<file path="src/rtl/adcq_pkg.sv">
package adcq_pkg;

  typedef enum logic [1:0] {
    ST_IDLE,
    ST_ISSUE,
    ST_WAIT,
    ST_HOLD
  } seqState_t;

  // Strobes from control to datapath, all single-cycle.
  typedef struct packed {
    logic startPass;  // curPtr back to word 0
    logic advance;    // curPtr + 1
    logic issue;      // start a conversion of curPtr
    logic writeRes;   // store convResult in slot curPtr
    logic setCmp;
    logic setPause;
    logic setTor;
    logic clearSse;
  } seqStrobes_t;

endpackage

</file>
<file path="src/rtl/adcq_datapath.sv">
module adcq_datapath
  import adcq_pkg::*;
#(
  parameter int NUM_CMDS = 8,
  parameter int CHAN_W   = 4,
  parameter int RES_W    = 10,
  localparam int PTR_W   = (NUM_CMDS > 1) ? $clog2(NUM_CMDS) : 1,
  localparam int WORD_W  = CHAN_W + 1
) (
  input  logic              clk,
  input  logic              rst_n,
  input  seqStrobes_t       strb,
  input  logic              cmdWrEn,
  input  logic [PTR_W-1:0]  cmdWrAddr,
  input  logic [WORD_W-1:0] cmdWrData,
  input  logic              sseSet,
  input  logic [2:0]        flagClr,
  input  logic [RES_W-1:0]  convResult,
  input  logic [PTR_W-1:0]  resRdAddr,
  output logic [RES_W-1:0]  resRdData,
  output logic [CHAN_W-1:0] curChan,
  output logic              curPause,
  output logic              curMarker,
  output logic              curIsLast,
  output logic [PTR_W-1:0]  curPtr,
  output logic [PTR_W-1:0]  donePtr,
  output logic              sseActive,
  output logic [2:0]        flagQ
);

  localparam logic [CHAN_W-1:0] MARKER  = {CHAN_W{1'b1}};
  localparam logic [PTR_W-1:0]  TOP_IDX = PTR_W'(NUM_CMDS - 1);

  logic [WORD_W-1:0] cmdMem [NUM_CMDS];
  logic [WORD_W-1:0] curWord;
  logic [WORD_W-1:0] nextWord;
  logic [PTR_W-1:0]  ptrNext;
  logic [NUM_CMDS-1:0][RES_W-1:0] resFlat;
  logic [2:0] setVec;

  // Command memory resets to end markers, so the queue starts out empty.
  always_ff @(posedge clk or negedge rst_n) begin
    if (!rst_n) begin
      for (int i = 0; i < NUM_CMDS; i++) cmdMem[i] <= {1'b0, MARKER};
    end else if (cmdWrEn && (32'(cmdWrAddr) < NUM_CMDS)) begin
      cmdMem[cmdWrAddr] <= cmdWrData;
    end
  end

  assign ptrNext   = curPtr + 1'b1;
  assign curWord   = cmdMem[curPtr];
  assign nextWord  = (curPtr == TOP_IDX) ? {1'b0, MARKER} : cmdMem[ptrNext];
  assign curChan   = curWord[CHAN_W-1:0];
  assign curPause  = curWord[CHAN_W];
  assign curMarker = (curWord[CHAN_W-1:0] == MARKER);
  assign curIsLast = (curPtr == TOP_IDX) || (nextWord[CHAN_W-1:0] == MARKER);

  // Current and completed pointers
  always_ff @(posedge clk or negedge rst_n) begin
    if (!rst_n) begin
      curPtr  <= '0;
      donePtr <= '0;
    end else begin
      if (strb.startPass)    curPtr <= '0;
      else if (strb.advance) curPtr <= ptrNext;
      if (strb.writeRes)     donePtr <= curPtr;
    end
  end

  // One register per result slot
  for (genvar s = 0; s < NUM_CMDS; s++) begin : g_slot
    logic [RES_W-1:0] slotQ;
    always_ff @(posedge clk or negedge rst_n) begin
      if (!rst_n) slotQ <= '0;
      else if (strb.writeRes && (curPtr == PTR_W'(s))) slotQ <= convResult;
    end
    assign resFlat[s] = slotQ;
  end

  assign resRdData = (32'(resRdAddr) < NUM_CMDS) ? resFlat[resRdAddr] : '0;

  // Sticky flags {tor, pause, cmp}; a set wins over a clear.
  assign setVec = {strb.setTor, strb.setPause, strb.setCmp};

  always_ff @(posedge clk or negedge rst_n) begin
    if (!rst_n) flagQ <= '0;
    else        flagQ <= (flagQ & ~flagClr) | setVec;
  end

  always_ff @(posedge clk or negedge rst_n) begin
    if (!rst_n)             sseActive <= 1'b0;
    else if (sseSet)        sseActive <= 1'b1;
    else if (strb.clearSse) sseActive <= 1'b0;
  end

endmodule

</file>
<file path="src/rtl/adcq_control.sv">
module adcq_control
  import adcq_pkg::*;
(
  input  logic        clk,
  input  logic        rst_n,
  input  logic        gateIn,
  input  logic        modeCont,
  input  logic        trigIn,
  input  logic        convEoc,
  input  logic        sseActive,
  input  logic        curPause,
  input  logic        curMarker,
  input  logic        curIsLast,
  output seqStrobes_t strb,
  output logic        busy
);

  seqState_t state, stateN;
  logic passSeen, passSeenN;
  logic finish, quit;
  logic runEn;

  assign runEn = gateIn && (modeCont || sseActive);

  always_comb begin
    strb      = '0;
    stateN    = state;
    passSeenN = passSeen;
    finish    = 1'b0;
    quit      = 1'b0;

    case (state)
      ST_IDLE: begin
        passSeenN = 1'b0;
        if (runEn) begin
          strb.startPass = 1'b1;
          stateN = ST_ISSUE;
        end
      end
      ST_ISSUE: begin
        if (!gateIn)        quit = 1'b1;
        else if (curMarker) finish = 1'b1;
        else begin
          strb.issue = 1'b1;
          stateN = ST_WAIT;
        end
      end
      ST_WAIT: begin
        if (convEoc) begin
          strb.writeRes = 1'b1;
          if (curPause) begin
            if (gateIn) stateN = ST_HOLD;
            else        quit = 1'b1;
          end else if (curIsLast) begin
            finish = 1'b1;
          end else if (!gateIn) begin
            quit = 1'b1;
          end else begin
            strb.advance = 1'b1;
            stateN = ST_ISSUE;
          end
        end
      end
      ST_HOLD: begin
        if (!gateIn) quit = 1'b1;
        else if (trigIn) begin
          if (curIsLast) finish = 1'b1;
          else begin
            strb.advance = 1'b1;
            stateN = ST_ISSUE;
          end
        end
      end
      default: stateN = ST_IDLE;
    endcase

    if (quit) begin
      stateN        = ST_IDLE;
      strb.setPause = !modeCont;
    end

    if (finish) begin
      strb.setCmp = 1'b1;
      strb.setTor = modeCont && passSeen;
      passSeenN   = 1'b1;
      if (!modeCont) begin
        strb.clearSse = 1'b1;
        stateN = ST_IDLE;
      end else if (gateIn) begin
        strb.startPass = 1'b1;
        stateN = ST_ISSUE;
      end else begin
        stateN = ST_IDLE;
      end
    end
  end

  always_ff @(posedge clk or negedge rst_n) begin
    if (!rst_n) begin
      state    <= ST_IDLE;
      passSeen <= 1'b0;
    end else begin
      state    <= stateN;
      passSeen <= passSeenN;
    end
  end

  assign busy = (state != ST_IDLE);

endmodule

</file>
<file path="src/rtl/adcq_sequencer.sv">
module adcq_sequencer
  import adcq_pkg::*;
#(
  parameter int NUM_CMDS = 8,
  parameter int CHAN_W   = 4,
  parameter int RES_W    = 10,
  localparam int PTR_W   = (NUM_CMDS > 1) ? $clog2(NUM_CMDS) : 1
) (
  input  logic              clk,
  input  logic              rst_n,
  input  logic              cmdWrEn,
  input  logic [PTR_W-1:0]  cmdWrAddr,
  input  logic [CHAN_W:0]   cmdWrData,
  input  logic              modeCont,
  input  logic              sseSet,
  input  logic              gateIn,
  input  logic              trigIn,
  input  logic [2:0]        flagClr,
  output logic              convStart,
  output logic [CHAN_W-1:0] convChan,
  input  logic              convEoc,
  input  logic [RES_W-1:0]  convResult,
  input  logic [PTR_W-1:0]  resRdAddr,
  output logic [RES_W-1:0]  resRdData,
  output logic [PTR_W-1:0]  curPtr,
  output logic [PTR_W-1:0]  donePtr,
  output logic              busy,
  output logic              sseActive,
  output logic              cmpFlag,
  output logic              pauseFlag,
  output logic              torFlag
);

  seqStrobes_t strb;
  logic curPause, curMarker, curIsLast;
  logic [2:0] flagQ;

  adcq_control u_ctrl (
    .clk       (clk),
    .rst_n     (rst_n),
    .gateIn    (gateIn),
    .modeCont  (modeCont),
    .trigIn    (trigIn),
    .convEoc   (convEoc),
    .sseActive (sseActive),
    .curPause  (curPause),
    .curMarker (curMarker),
    .curIsLast (curIsLast),
    .strb      (strb),
    .busy      (busy)
  );

  adcq_datapath #(
    .NUM_CMDS (NUM_CMDS),
    .CHAN_W   (CHAN_W),
    .RES_W    (RES_W)
  ) u_dp (
    .clk        (clk),
    .rst_n      (rst_n),
    .strb       (strb),
    .cmdWrEn    (cmdWrEn),
    .cmdWrAddr  (cmdWrAddr),
    .cmdWrData  (cmdWrData),
    .sseSet     (sseSet),
    .flagClr    (flagClr),
    .convResult (convResult),
    .resRdAddr  (resRdAddr),
    .resRdData  (resRdData),
    .curChan    (convChan),
    .curPause   (curPause),
    .curMarker  (curMarker),
    .curIsLast  (curIsLast),
    .curPtr     (curPtr),
    .donePtr    (donePtr),
    .sseActive  (sseActive),
    .flagQ      (flagQ)
  );

  assign convStart = strb.issue;
  assign cmpFlag   = flagQ[0];
  assign pauseFlag = flagQ[1];
  assign torFlag   = flagQ[2];

endmodule

</file>
<file path="config.mk">
export PLATFORM = sky130hd
export DESIGN_NAME = adcq_sequencer
export DESIGN_NICKNAME = d
export VERILOG_FILES = /design/src/rtl/adcq_pkg.sv /design/src/rtl/adcq_datapath.sv /design/src/rtl/adcq_control.sv /design/src/rtl/adcq_sequencer.sv
export SDC_FILE = /design/constraint.sdc
export NUM_CORES = 1
export LEC_CHECK = 0
export BUFFER_PORTS_ARGS = -buffer_cell sky130_fd_sc_hd__buf_4
export CORE_UTILIZATION = 60
export CTS_CLUSTER_SIZE = 25
export DETAILED_ROUTE_END_ITERATION = 7
export PLACE_DENSITY = 0.8
export RECOVER_POWER = 25
export SKIP_CTS_REPAIR_TIMING = 1
export SYNTH_ARGS = -nofsm -noshare
export SYNTH_HDL_FRONTEND = slang
export SYNTH_HIERARCHICAL = 1
export SYNTH_SLANG_ARGS = --single-unit
</file>
<file path="constraint.sdc">
create_clock -name clk -period 3.6 [get_ports clk]
set_input_delay 0.18 -clock clk [delete_from_list [all_inputs] [get_ports clk]]
set_output_delay 0.18 -clock clk [all_outputs]
set_load 0.01 [all_outputs]
</file>
==> results.py, run 1 <==
metrics = {
    "floorplanning": {
        "ioPinCount": 58,
        "start_util": 0.6302,
        "row_count": 37,
        "die-area_mm2": 0.01146,
        "dieHeight_um": 107.1,
        "die_w_um": 107.1,
        "core-area_mm2": 0.01051,
    },
    "layout": {
        "area_growth_pct": 19.04,
        "drive_gt1_frac": 0.5054,
        "nFillCells": 672,
        "diodes": 0,
        "nets": 584,
        "regArea_mm2": 0.003368,
        "final_area_mm2": 0.007884,
        "multi_input_area_mm2": 0.003083,
        "post-route-util": 0.7502,
    },
    "routing": {
        "wire_per_inst_um": 19.83,
        "drt_iter0_drc": 222,
        "ant_nets": 0,
        "drt_wl_total_um": 13680,
        "vias": 4195,
        "dr.pass1.iters": 4,
        "routed_via_density": 6.080,
        "drcViolationCount": 0,
    },
    "hold_path": {
        "holdCritPathClass": "input pin to flop",
    },
    "placement": {
        "dpl-instance-area_mm2": 0.007159,
        "place.port_buffers": 57,
        "dp_hpwl_um": 8934,
        "place_congestion": 0.8858,
        "pre_cts_ws_ps": 240.0,
    },
    "pwr": {
        "ir_drop_mv": 0.3785,
        "total_leakage_power_uw": 0.003666,
        "power_frac_seq": 0.402,
        "sw_frac_of_total": 0.2895,
        "p_sw_uw": 1453,
        "p_int_uw": 3567,
        "comb_power_share": 0.285,
        "power.total_uw": 5020,
        "power_density_mw_per_mm2": 636.8,
        "power_frac_clock": 0.313,
    },
    "run_status": {
        "status": "finished with violations",
        "violations": "hold timing, capacitance limit, slew limit",
    },
    "clock_tree": {
        "cts_tree": "done",
        "cts_root_buf": "clkbuf_8",
        "numCtsBuffers": 17,
        "path_clk_slew_ps": 60,
        "worstSkewPairLatency_ps": 540,
        "htreeDepth": 4,
        "clock-sinks": 133,
        "ctsLongestPathBuffers": 2,
    },
    "synthesis": {
        "synth_top_cell_by_area": "dfrtp_1",
        "synth.area.top_cells": "dfrtp_1 (38%), mux2_2 (23%), dfstp_2 (13%), mux4_2 (11%), ha_1 (2.1%)",
        "synth_common_cells": "mux2_2 (133), dfrtp_1 (101), nand2_1 (34)",
        "synth_area_per_cell_um2": 14.52,
        "yosys_warnings": 6,
        "synth-edff-count": 0,
        "synth_seq_area_share": 0.5086,
        "yosysUniqueCellTypes": 47,
        "synth_area_mm2": 0.006623,
        "synthArstFlopShare": 1.000,
        "ys_ff_latch": 133,
        "yosys_most_used_dff": "dfrtp_1",
        "yosysMostFrequentCell": "mux2_2",
        "yosysTopAreaCellShare": 0.3816,
        "synth_nets": 499,
        "syn-instance-count": 456,
    },
    "sta": {
        "setup_violations": 0,
        "tightest_slew_ps": 1789,
        "fin_setup_tns_ps": 0,
        "hold_viol": 1,
        "fmax_mhz": 304.0,
        "slew_violations": 72,
        "fin_crit_ps": 3290,
        "rsz0062_at_grt": "false",
        "fin_ws_ps": 310.4,
        "slew_headroom": -0.1924,
        "clock_skew_ps": 8.127,
        "whs_ps": -5.156,
        "period_share": 0.9138,
    },
    "worst_setup_path": {
        "cp_max_fo": 11,
        "cp-start-kind": "flop",
        "required_ps": 3980,
        "path_class": "flop to flop",
        "end_kind": "flop",
        "arrival_ps": 3670,
    },
    "run": {
        "maxCapViolations": 1,
    },
    "grt": {
        "antenna_found_initial": 0,
        "grt_max_degree": 73,
        "grt_pass1_wl_um": 22650,
        "grt_pass1_vias": 4337,
        "grtUsageTotal": 0.2682,
        "grt_overflow": 0,
    },
}
-- critical path, stage by stage, from the launching register on --
cell and delay, ps:
dfrtp_1 410, ha_1 250, ha_1 510, a21oi_1 110, and2_1 170, a221o_2 290, o21ai_0 150, a221o_1 290
nand4_1 150, a31oi_1 360, nand2_1 90, a21boi_1 280, a211oi_1 80
-- per-layer routing --
metal  vias up  share of wire  GRT usage  wire length [um]
li1       1891              -          -                 -
met1      2173           0.45     0.3674              6108
met2       109           0.49     0.4230              6737
met3        22          0.044    0.06018               599
met4         0          0.017    0.09883               236
met5         -              0          0                 0
-- metrics by stage --
stage | hold WS, ps | cells
after floorplan | -115.6 | 456
after global placement | 359.9 | 638
after detailed placement | 360.7 | 638
after CTS | -194.5 | 670
after global routing | 19.61 | 690
final | -5.156 | 690
-- kinds of logic (layout without fill, tap and decap cells) --
| family | Yosys count | after routing | share of synthesized area |
|---|---|---|---|
| AOI/OAI and AO/OA | 39 | 39 | 0.04138 |
| xor gates and xnor gates | 1 | 1 | 0.001323 |
| adders and majority gates | 11 | 11 | 0.02078 |
| buffers and inverters | 29 | 127 | 0.02361 |
| DFF | 133 | 133 | 0.5086 |
| muxes | 168 | 168 | 0.3450 |
| and+or+nand+nor | 75 | 75 | 0.05932 |
-- path summary, 6_finish.rpt --
kind,from,to,slack (ps),depth (start not counted)
worst max-delay path,u_dp/curPtr[0]$_DFFE_PN0P_,u_dp/curPtr[2]$_DFFE_PN0P_,310,12
worst min-delay path,modeCont,u_dp/sseActive$_DFFE_PN0P_,-5,4
worst max register to register,u_dp/curPtr[0]$_DFFE_PN0P_,u_dp/curPtr[2]$_DFFE_PN0P_,310,12
worst min register to register,u_ctrl/passSeen$_DFFE_PN0P_,u_ctrl/passSeen$_DFFE_PN0P_,480,1
max in group asynchronous,rst_n,u_dp/cmdMem[5]$_DFFE_PN1P_,1790,3
min in group asynchronous,rst_n,u_dp/g_slot[0].slotQ[3]$_DFFE_PN0P_,680,2
-- flip-flops by register name (all words and copies together) (netlist names) --
register,count
u_ctrl/passSeen,1
u_ctrl/state,2
u_dp/cmdMem,40
u_dp/curPtr,3
u_dp/donePtr,3
u_dp/flagQ,3
u_dp/g_slot.slotQ,80
u_dp/sseActive,1
-- cells in the final DEF, fill, tap and decap left out, types with 2 or more instances in the layout --
cell,netlist,routed
mux2_2,133,130
dfrtp_1,101,101
buf_4,2,57
nand2_1,34,34
mux4_2,31,31
dfstp_2,32,28
dlygate4sd3_1,0,20
clkbuf_16,0,17
inv_1,14,14
ha_1,11,11
a21oi_1,10,10
nor2_1,8,8
nand3_1,7,7
o21ai_0,7,7
nand4b_1,6,6
clkbuf_8,1,5
clkbuf_1,2,5
a21o_1,5,5
clkinv_2,0,4
nor3_1,3,4
nor2b_1,4,4
dfstp_1,0,4
nor3b_1,1,3
nand2b_1,3,3
mux4_1,3,3
mux2_1,0,3
clkinvlp_4,0,2
nand4_1,2,2
and4_1,2,2
o211ai_1,2,2
-- final cells by class --
type,instances,area share
repair buffers,81,0.08380
flip-flops and latches,133,0.4272
well taps,136,0.02158
clock buffers,25,0.06412
clock inverters,7,0.005555
multi-input cells,294,0.3910
inverters,14,0.006666
-- power by group through the flow --
| stage | Sequential (uW) | Combinational (uW) | Clock (uW) |
|---|---|---|---|
| 2_1_floorplan | 2000 | 1030 | 0 |
| 3_3_place_gp | 2020 | 1370 | 0 |
| 3_5_place_dp | 2040 | 1410 | 0 |
| 4_1_cts | 2020 | 1420 | 1590 |
| 5_1_grt | 2060 | 1570 | 1660 |
| 6_report | 2020 | 1430 | 1570 |
Note: power is estimated with default switching activity, not from simulation.
==> inputs of run 2 (changes only) <==
--- a/config.mk
+++ b/config.mk
@@ -5,11 +5,13 @@
 export SDC_FILE = /design/constraint.sdc
 export NUM_CORES = 1
 export LEC_CHECK = 0
+export ABC_AREA = 1
 export BUFFER_PORTS_ARGS = -buffer_cell sky130_fd_sc_hd__buf_4
-export CORE_UTILIZATION = 60
+export CORE_UTILIZATION = 62
+export CTS_BUF_LIST = sky130_fd_sc_hd__clkbuf_4 sky130_fd_sc_hd__clkbuf_8
 export CTS_CLUSTER_SIZE = 25
 export DETAILED_ROUTE_END_ITERATION = 7
-export PLACE_DENSITY = 0.8
+export PLACE_DENSITY = 0.83
 export RECOVER_POWER = 25
 export SKIP_CTS_REPAIR_TIMING = 1
 export SYNTH_ARGS = -nofsm -noshare
==> results.py, run 2 <==
metrics = {
    "run_status": {
        "status": "finished with violations",
        "violations": "capacitance limit, slew limit",
    },
    "routing": {
        "wl_met3_um": 1136,
        "dr.pass1.iters": 5,
        "drt_wl_total_um": 16340,
        "ant_nets": 0,
        "wire_per_inst_um": 15.91,
        "drt_iter0_drc": 540,
        "drcViolationCount": 0,
        "met2_length_um": 8134,
        "routed_via_density": 5.787,
        "vias": 5943,
        "m1WireLength_um": 6768,
        "top_layer": "met4",
    },
    "grt": {
        "grt_pass1_vias": 5679,
        "grtUsageTotal": 0.3191,
        "grt_max_degree": 68,
        "antenna_found_initial": 0,
        "grt_overflow": 0,
        "grt_pass1_wl_um": 27260,
    },
    "synthesis": {
        "synthSimpleGateAreaFrac": 0.2300,
        "synth_xor_area_frac": 0,
        "synth_common_cells": "nand2_1 (226), o21ai_0 (170), dfrtp_1 (101)",
        "ys_ff_latch": 133,
        "syn-instance-count": 832,
        "synth_area_per_cell_um2": 7.886,
        "yosysTopAreaCellShare": 0.3852,
        "synth.area.top_cells": "dfrtp_1 (39%), o21ai_0 (13%), nand2_1 (13%), dfstp_2 (13%), nor2_1 (5.3%)",
        "synth_nets": 875,
        "synth_seq_area_share": 0.5133,
        "synth_top_family_by_area": "simple AND/OR/NAND/NOR gates",
        "yosysUniqueCellTypes": 30,
        "synth_area_mm2": 0.006561,
        "synthArstFlopShare": 1.000,
        "synth-adder-area-share": 0.02098,
        "yosys_most_used_dff": "dfrtp_1",
        "yosysMostFrequentCell": "nand2_1",
        "synth_top_cell_by_area": "dfrtp_1",
        "yosys_warnings": 6,
        "muxShareOfSynthArea": 0,
        "synth-edff-count": 0,
        "synth-compound-area-share": 0.1747,
    },
    "sta": {
        "fmax_mhz": 314.5,
        "tightest_slew_ps": 1642,
        "slew_headroom": -0.09498,
        "period_share": 0.8833,
        "hold_viol": 0,
        "rsz0062_at_grt": "false",
        "fin_setup_tns_ps": 0,
        "setup_violations": 0,
        "clock_skew_ps": 6.295,
        "slew_violations": 67,
        "fin_crit_ps": 3180,
        "fin_ws_ps": 420.3,
    },
    "worst_setup_path": {
        "reg2reg_from": "u_dp/curPtr[0]$_DFFE_PN0P_",
        "crit_path_end": "u_dp/curPtr[1]$_DFFE_PN0P_",
        "r2r_end": "u_dp/curPtr[1]$_DFFE_PN0P_",
        "arrival_ps": 3530,
        "reg2regPathDepth": 17,
        "cp-startpoint": "u_dp/curPtr[0]$_DFFE_PN0P_",
        "cp-start-kind": "flop",
        "path_class": "flop to flop",
        "r2r_slack_ps": 420,
        "required_ps": 3950,
        "end_kind": "flop",
        "cp_max_fo": 34,
    },
    "clock_tree": {
        "cts_tree": "done",
        "cts_root_buf": "clkbuf_8",
        "numCtsBuffers": 17,
        "path_clk_slew_ps": 70,
        "clock-sinks": 133,
        "ctsLongestPathBuffers": 2,
        "htreeDepth": 4,
        "worstSkewPairLatency_ps": 440,
    },
    "layout": {
        "drive_gt1_frac": 0.1425,
        "layout_commonest_cell": "nand2_1",
        "final_cell_mix": "nand2_1 (229), o21ai_0 (170), dfrtp_1 (101)",
        "multi_input_area_mm2": 0.002775,
        "regArea_mm2": 0.003368,
        "top_register": "u_dp/g_slot.slotQ",
        "largest_register_ffs": 80,
        "nets": 922,
        "final_cells": 1027,
        "nFillCells": 835,
        "post-route-util": 0.7230,
        "area_growth_pct": 13.25,
        "diodes": 0,
        "largestRegisters": "u_dp/g_slot.slotQ (80), u_dp/cmdMem (40)",
    },
    "pwr": {
        "power_density_mw_per_mm2": 572.2,
        "ir_drop_mv": 0.3777,
        "power.total_uw": 4252,
        "total_leakage_power_uw": 0.003570,
    },
    "floorplanning": {
        "dieHeight_um": 104.9,
        "die_w_um": 104.9,
        "ioPinCount": 58,
        "row_count": 37,
        "core-area_mm2": 0.01028,
        "die-area_mm2": 0.01100,
        "start_util": 0.6384,
    },
    "placement": {
        "dp_hpwl_um": 10480,
        "pre_cts_ws_ps": 450.8,
        "place_congestion": 0.9028,
        "dp.cells": 988,
        "place.port_buffers": 57,
    },
    "hold_path": {
        "holdCritPathClass": "input pin to flop",
    },
    "run": {
        "maxCapViolations": 1,
    },
}
[run 2: kinds of logic (layout without fill, tap and decap cells)]
kind of cell / count (synthesis) / after routing
AOI/OAI and AO/OA: 223 / 223
and+or+nand+nor: 374 / 374
adders and majority gates: 11 / 11
buffers and inverters: 91 / 150
DFF: 133 / 133
[run 2: layout make-up]
| cell class | count | share of cell area |
|---|---|---|
| multi-input cells | 608 | 0.3735 |
| clock buffers | 19 | 0.03519 |
| inverters | 51 | 0.02610 |
| clock inverters | 12 | 0.01734 |
| repair buffers | 68 | 0.07173 |
| flip-flops and latches | 133 | 0.4533 |
| well taps | 136 | 0.02290 |
[run 2: worst max-delay path, cell delays in order, from the launching register on]
cell and delay [ps]:
dfrtp_1 650, inv_4 240, ha_1 490, inv_1 180, a21oi_1 130, o21ai_0 90
nand3_1 90, nand2_1 50, nand3_1 90, nand2_1 130, nand2_1 90, nand2_1 60
nand3_2 80, nand2_2 70, nand3b_1 100, nand2_1 70, or2_2 320, o21ai_0 170
[run 2: power breakdown]
part | leakage, uW | internal (uW) | switching [uW]
sequential | 0.00170 | 1760 | 165
clock | 0.000194 | 646 | 588
combinational | 0.00168 | 416 | 675
[run 2: worst min-delay path by stage]
stage	startpoint	to	slack (ps)	cells past startpoint
after floorplan	rst_n	u_ctrl/passSeen$_DFFE_PN0P_	-120	0
after global placement	rst_n	u_dp/g_slot[5].slotQ[1]$_DFFE_PN0P_	320	1
after detailed placement	rst_n	u_dp/g_slot[5].slotQ[1]$_DFFE_PN0P_	330	1
after CTS	rst_n	u_dp/g_slot[5].slotQ[1]$_DFFE_PN0P_	-140	1
after global routing	modeCont	u_dp/sseActive$_DFFE_PN0P_	30	3
final	modeCont	u_dp/sseActive$_DFFE_PN0P_	40	3
[run 2: through the flow]
stage / instance area [um2] / hold slack, ps
CTS: 7378 / -137.6
global placement: 6988 / 322.3
floorplan: 6561 / -115.6
detailed placement: 6988 / 333.1
global route: 7431 / 34.18
finish: 7431 / 38.98
[run 2: routing by layer]
layer / GRT usage / vias to the layer above
met5: 0 / -
met4: 0.1087 / 0
met3: 0.05989 / 31
met2: 0.5298 / 265
met1: 0.4231 / 2829
li1: - / 2818
==> inputs of run 3 (changes only) <==
--- a/config.mk
+++ b/config.mk
@@ -7,11 +7,12 @@
 export LEC_CHECK = 0
 export ABC_AREA = 1
 export BUFFER_PORTS_ARGS = -buffer_cell sky130_fd_sc_hd__buf_4
-export CORE_UTILIZATION = 62
+export CORE_UTILIZATION = 64
 export CTS_BUF_LIST = sky130_fd_sc_hd__clkbuf_4 sky130_fd_sc_hd__clkbuf_8
 export CTS_CLUSTER_SIZE = 25
 export DETAILED_ROUTE_END_ITERATION = 7
-export PLACE_DENSITY = 0.83
+export GPL_ROUTABILITY_DRIVEN = 0
+export PLACE_DENSITY = 0.85
 export RECOVER_POWER = 25
 export SKIP_CTS_REPAIR_TIMING = 1
 export SYNTH_ARGS = -nofsm -noshare
==> constraint.sdc (replaced) <==
create_clock -name clk -period 3.85 [get_ports clk]
set_input_delay 0.1925 -clock clk [delete_from_list [all_inputs] [get_ports clk]]
set_output_delay 0.1925 -clock clk [all_outputs]
set_load 0.01 [all_outputs]
==> results.py, run 3 (synthesis gave the netlist of run 2 again) <==
metrics = {
    "layout": {
        "final_cell_mix": "nand2_1 (229), o21ai_0 (170), dfrtp_1 (101)",
        "diodes": 0,
        "regArea_mm2": 0.003368,
        "area_growth_pct": 13.27,
        "top_register": "u_dp/g_slot.slotQ",
        "multi_input_area_mm2": 0.002775,
        "final_cells": 1025,
        "largest_register_ffs": 80,
        "nets": 922,
        "nFillCells": 712,
        "largestRegisters": "u_dp/g_slot.slotQ (80), u_dp/cmdMem (40)",
        "drive_gt1_frac": 0.1469,
        "layout_commonest_cell": "nand2_1",
    },
    "sta": {
        "slew_violations": 0,
        "slew_headroom": 0.009858,
        "fin_ws_ps": 731.0,
        "fin_crit_ps": 3119,
        "fin_setup_tns_ps": 0,
        "tightest_slew_ps": 1485,
        "hold_viol": 0,
        "rsz0062_at_grt": "false",
        "period_share": 0.8101,
        "clock_skew_ps": 7.396,
        "fmax_mhz": 320.6,
        "setup_violations": 0,
    },
    "grt": {
        "grt_pass1_wl_um": 26130,
        "grt_max_degree": 75,
        "grt_overflow": 0,
        "grt_pass1_vias": 5514,
        "antenna_found_initial": 0,
        "grtUsageTotal": 0.3269,
    },
    "placement": {
        "dp.cells": 985,
        "pre_cts_ws_ps": 890.5,
        "place.port_buffers": 57,
        "dp_hpwl_um": 10480,
    },
    "routing": {
        "ant_nets": 0,
        "drcViolationCount": 0,
        "drt_wl_total_um": 16280,
        "routed_via_density": 5.819,
        "drt_iter0_drc": 433,
        "wire_per_inst_um": 15.88,
        "vias": 5964,
        "dr.pass1.iters": 5,
    },
    "worst_setup_path": {
        "reg2regPathDepth": 17,
        "r2r_end": "u_dp/curPtr[0]$_DFFE_PN0P_",
        "cp_max_fo": 11,
        "cp-start-kind": "flop",
        "path_class": "flop to flop",
        "required_ps": 4190,
        "arrival_ps": 3460,
        "end_kind": "flop",
        "reg2reg_from": "u_dp/curPtr[1]$_DFFE_PN0P_",
        "r2r_slack_ps": 730,
    },
    "clock_tree": {
        "path_clk_slew_ps": 70,
        "numCtsBuffers": 17,
        "ctsLongestPathBuffers": 2,
        "clock-sinks": 133,
        "cts_root_buf": "clkbuf_8",
        "cts_tree": "done",
        "htreeDepth": 4,
        "worstSkewPairLatency_ps": 430,
    },
    "hold_path": {
        "min_path_cells": 3,
        "min_to": "u_dp/sseActive$_DFFE_PN0P_",
        "min-delay-start": "modeCont",
        "holdCritPathClass": "input pin to flop",
    },
    "run_status": {
        "status": "finished, final reports clean",
    },
    "pwr": {
        "total_leakage_power_uw": 0.003581,
        "power_density_mw_per_mm2": 536.7,
        "ir_drop_mv": 0.3711,
    },
    "floorplanning": {
        "ioPinCount": 58,
        "core-area_mm2": 0.009864,
        "start_util": 0.6651,
        "row_count": 36,
        "die-area_mm2": 0.01066,
        "die_w_um": 103.3,
        "dieHeight_um": 103.3,
    },
    "run": {
        "maxCapViolations": 0,
    },
}
## run 3: area by class of cell
type | instances | share of cell area
sequential | 133 | 0.4532
multi-input combinational | 608 | 0.3734
timing repair buffer | 68 | 0.07172
clock buffer | 23 | 0.03923
inverter | 51 | 0.02609
tap | 133 | 0.02239
clock inverter | 9 | 0.01397
## run 3: how the worst max path moves through the flow
stage | to | startpoint | slack [ps] | cells past startpoint
floorplan | u_dp/curPtr[2]$_DFFE_PN0P_ | u_dp/curPtr[0]$_DFFE_PN0P_ | 1220 | 19
global placement | u_dp/curPtr[0]$_DFFE_PN0P_ | u_dp/curPtr[1]$_DFFE_PN0P_ | 1140 | 17
detailed placement | u_dp/curPtr[1]$_DFFE_PN0P_ | u_dp/curPtr[1]$_DFFE_PN0P_ | 890 | 17
CTS | u_dp/curPtr[0]$_DFFE_PN0P_ | u_dp/curPtr[1]$_DFFE_PN0P_ | 840 | 17
global route | u_dp/curPtr[0]$_DFFE_PN0P_ | u_dp/curPtr[1]$_DFFE_PN0P_ | 490 | 17
finish | u_dp/curPtr[0]$_DFFE_PN0P_ | u_dp/curPtr[1]$_DFFE_PN0P_ | 730 | 17
## run 3: power breakdown
part           total [uW]  switching [uW]  internal (uW)
clock                1150             513            635
sequential           1800             146           1650
combinational        1040             655            390
## run 3: metrics by stage
step           cell area, um2    util  hold WS, ps  total power [uW]
6_report                 7432  0.7534        75.66              3989
5_1_grt                  7432  0.7534        59.50              4236
4_1_cts                  7380  0.7481       -166.9              3987
3_5_place_dp             6984  0.7080        300.2              2832
3_3_place_gp             6984  0.7080        302.9              2770
2_1_floorplan            6561       -       -103.1              2500
## run 3: worst max-delay path: stages, from the launching register on
cell      delay, ps
dfrtp_1         520
inv_1           210
ha_1            450
inv_1           180
a21oi_1         170
o21ai_0         100
nand3_1          90
nand2_1          50
nand3_1          70
nand2_1         130
nand2_1         110
nand2_1          70
nand3_2          80
nand2_2          70
nand3b_1        130
nand2_1          80
or2_2           330
o21ai_0         190
## run 3: metal layers
metal  part of all wire  GRT usage  vias up
li1                   -          -     2820
met1               0.40     0.4072     2830
met2               0.50     0.5441      268
met3              0.073    0.07796       46
met4              0.028     0.1495        0
met5                  0          0        -
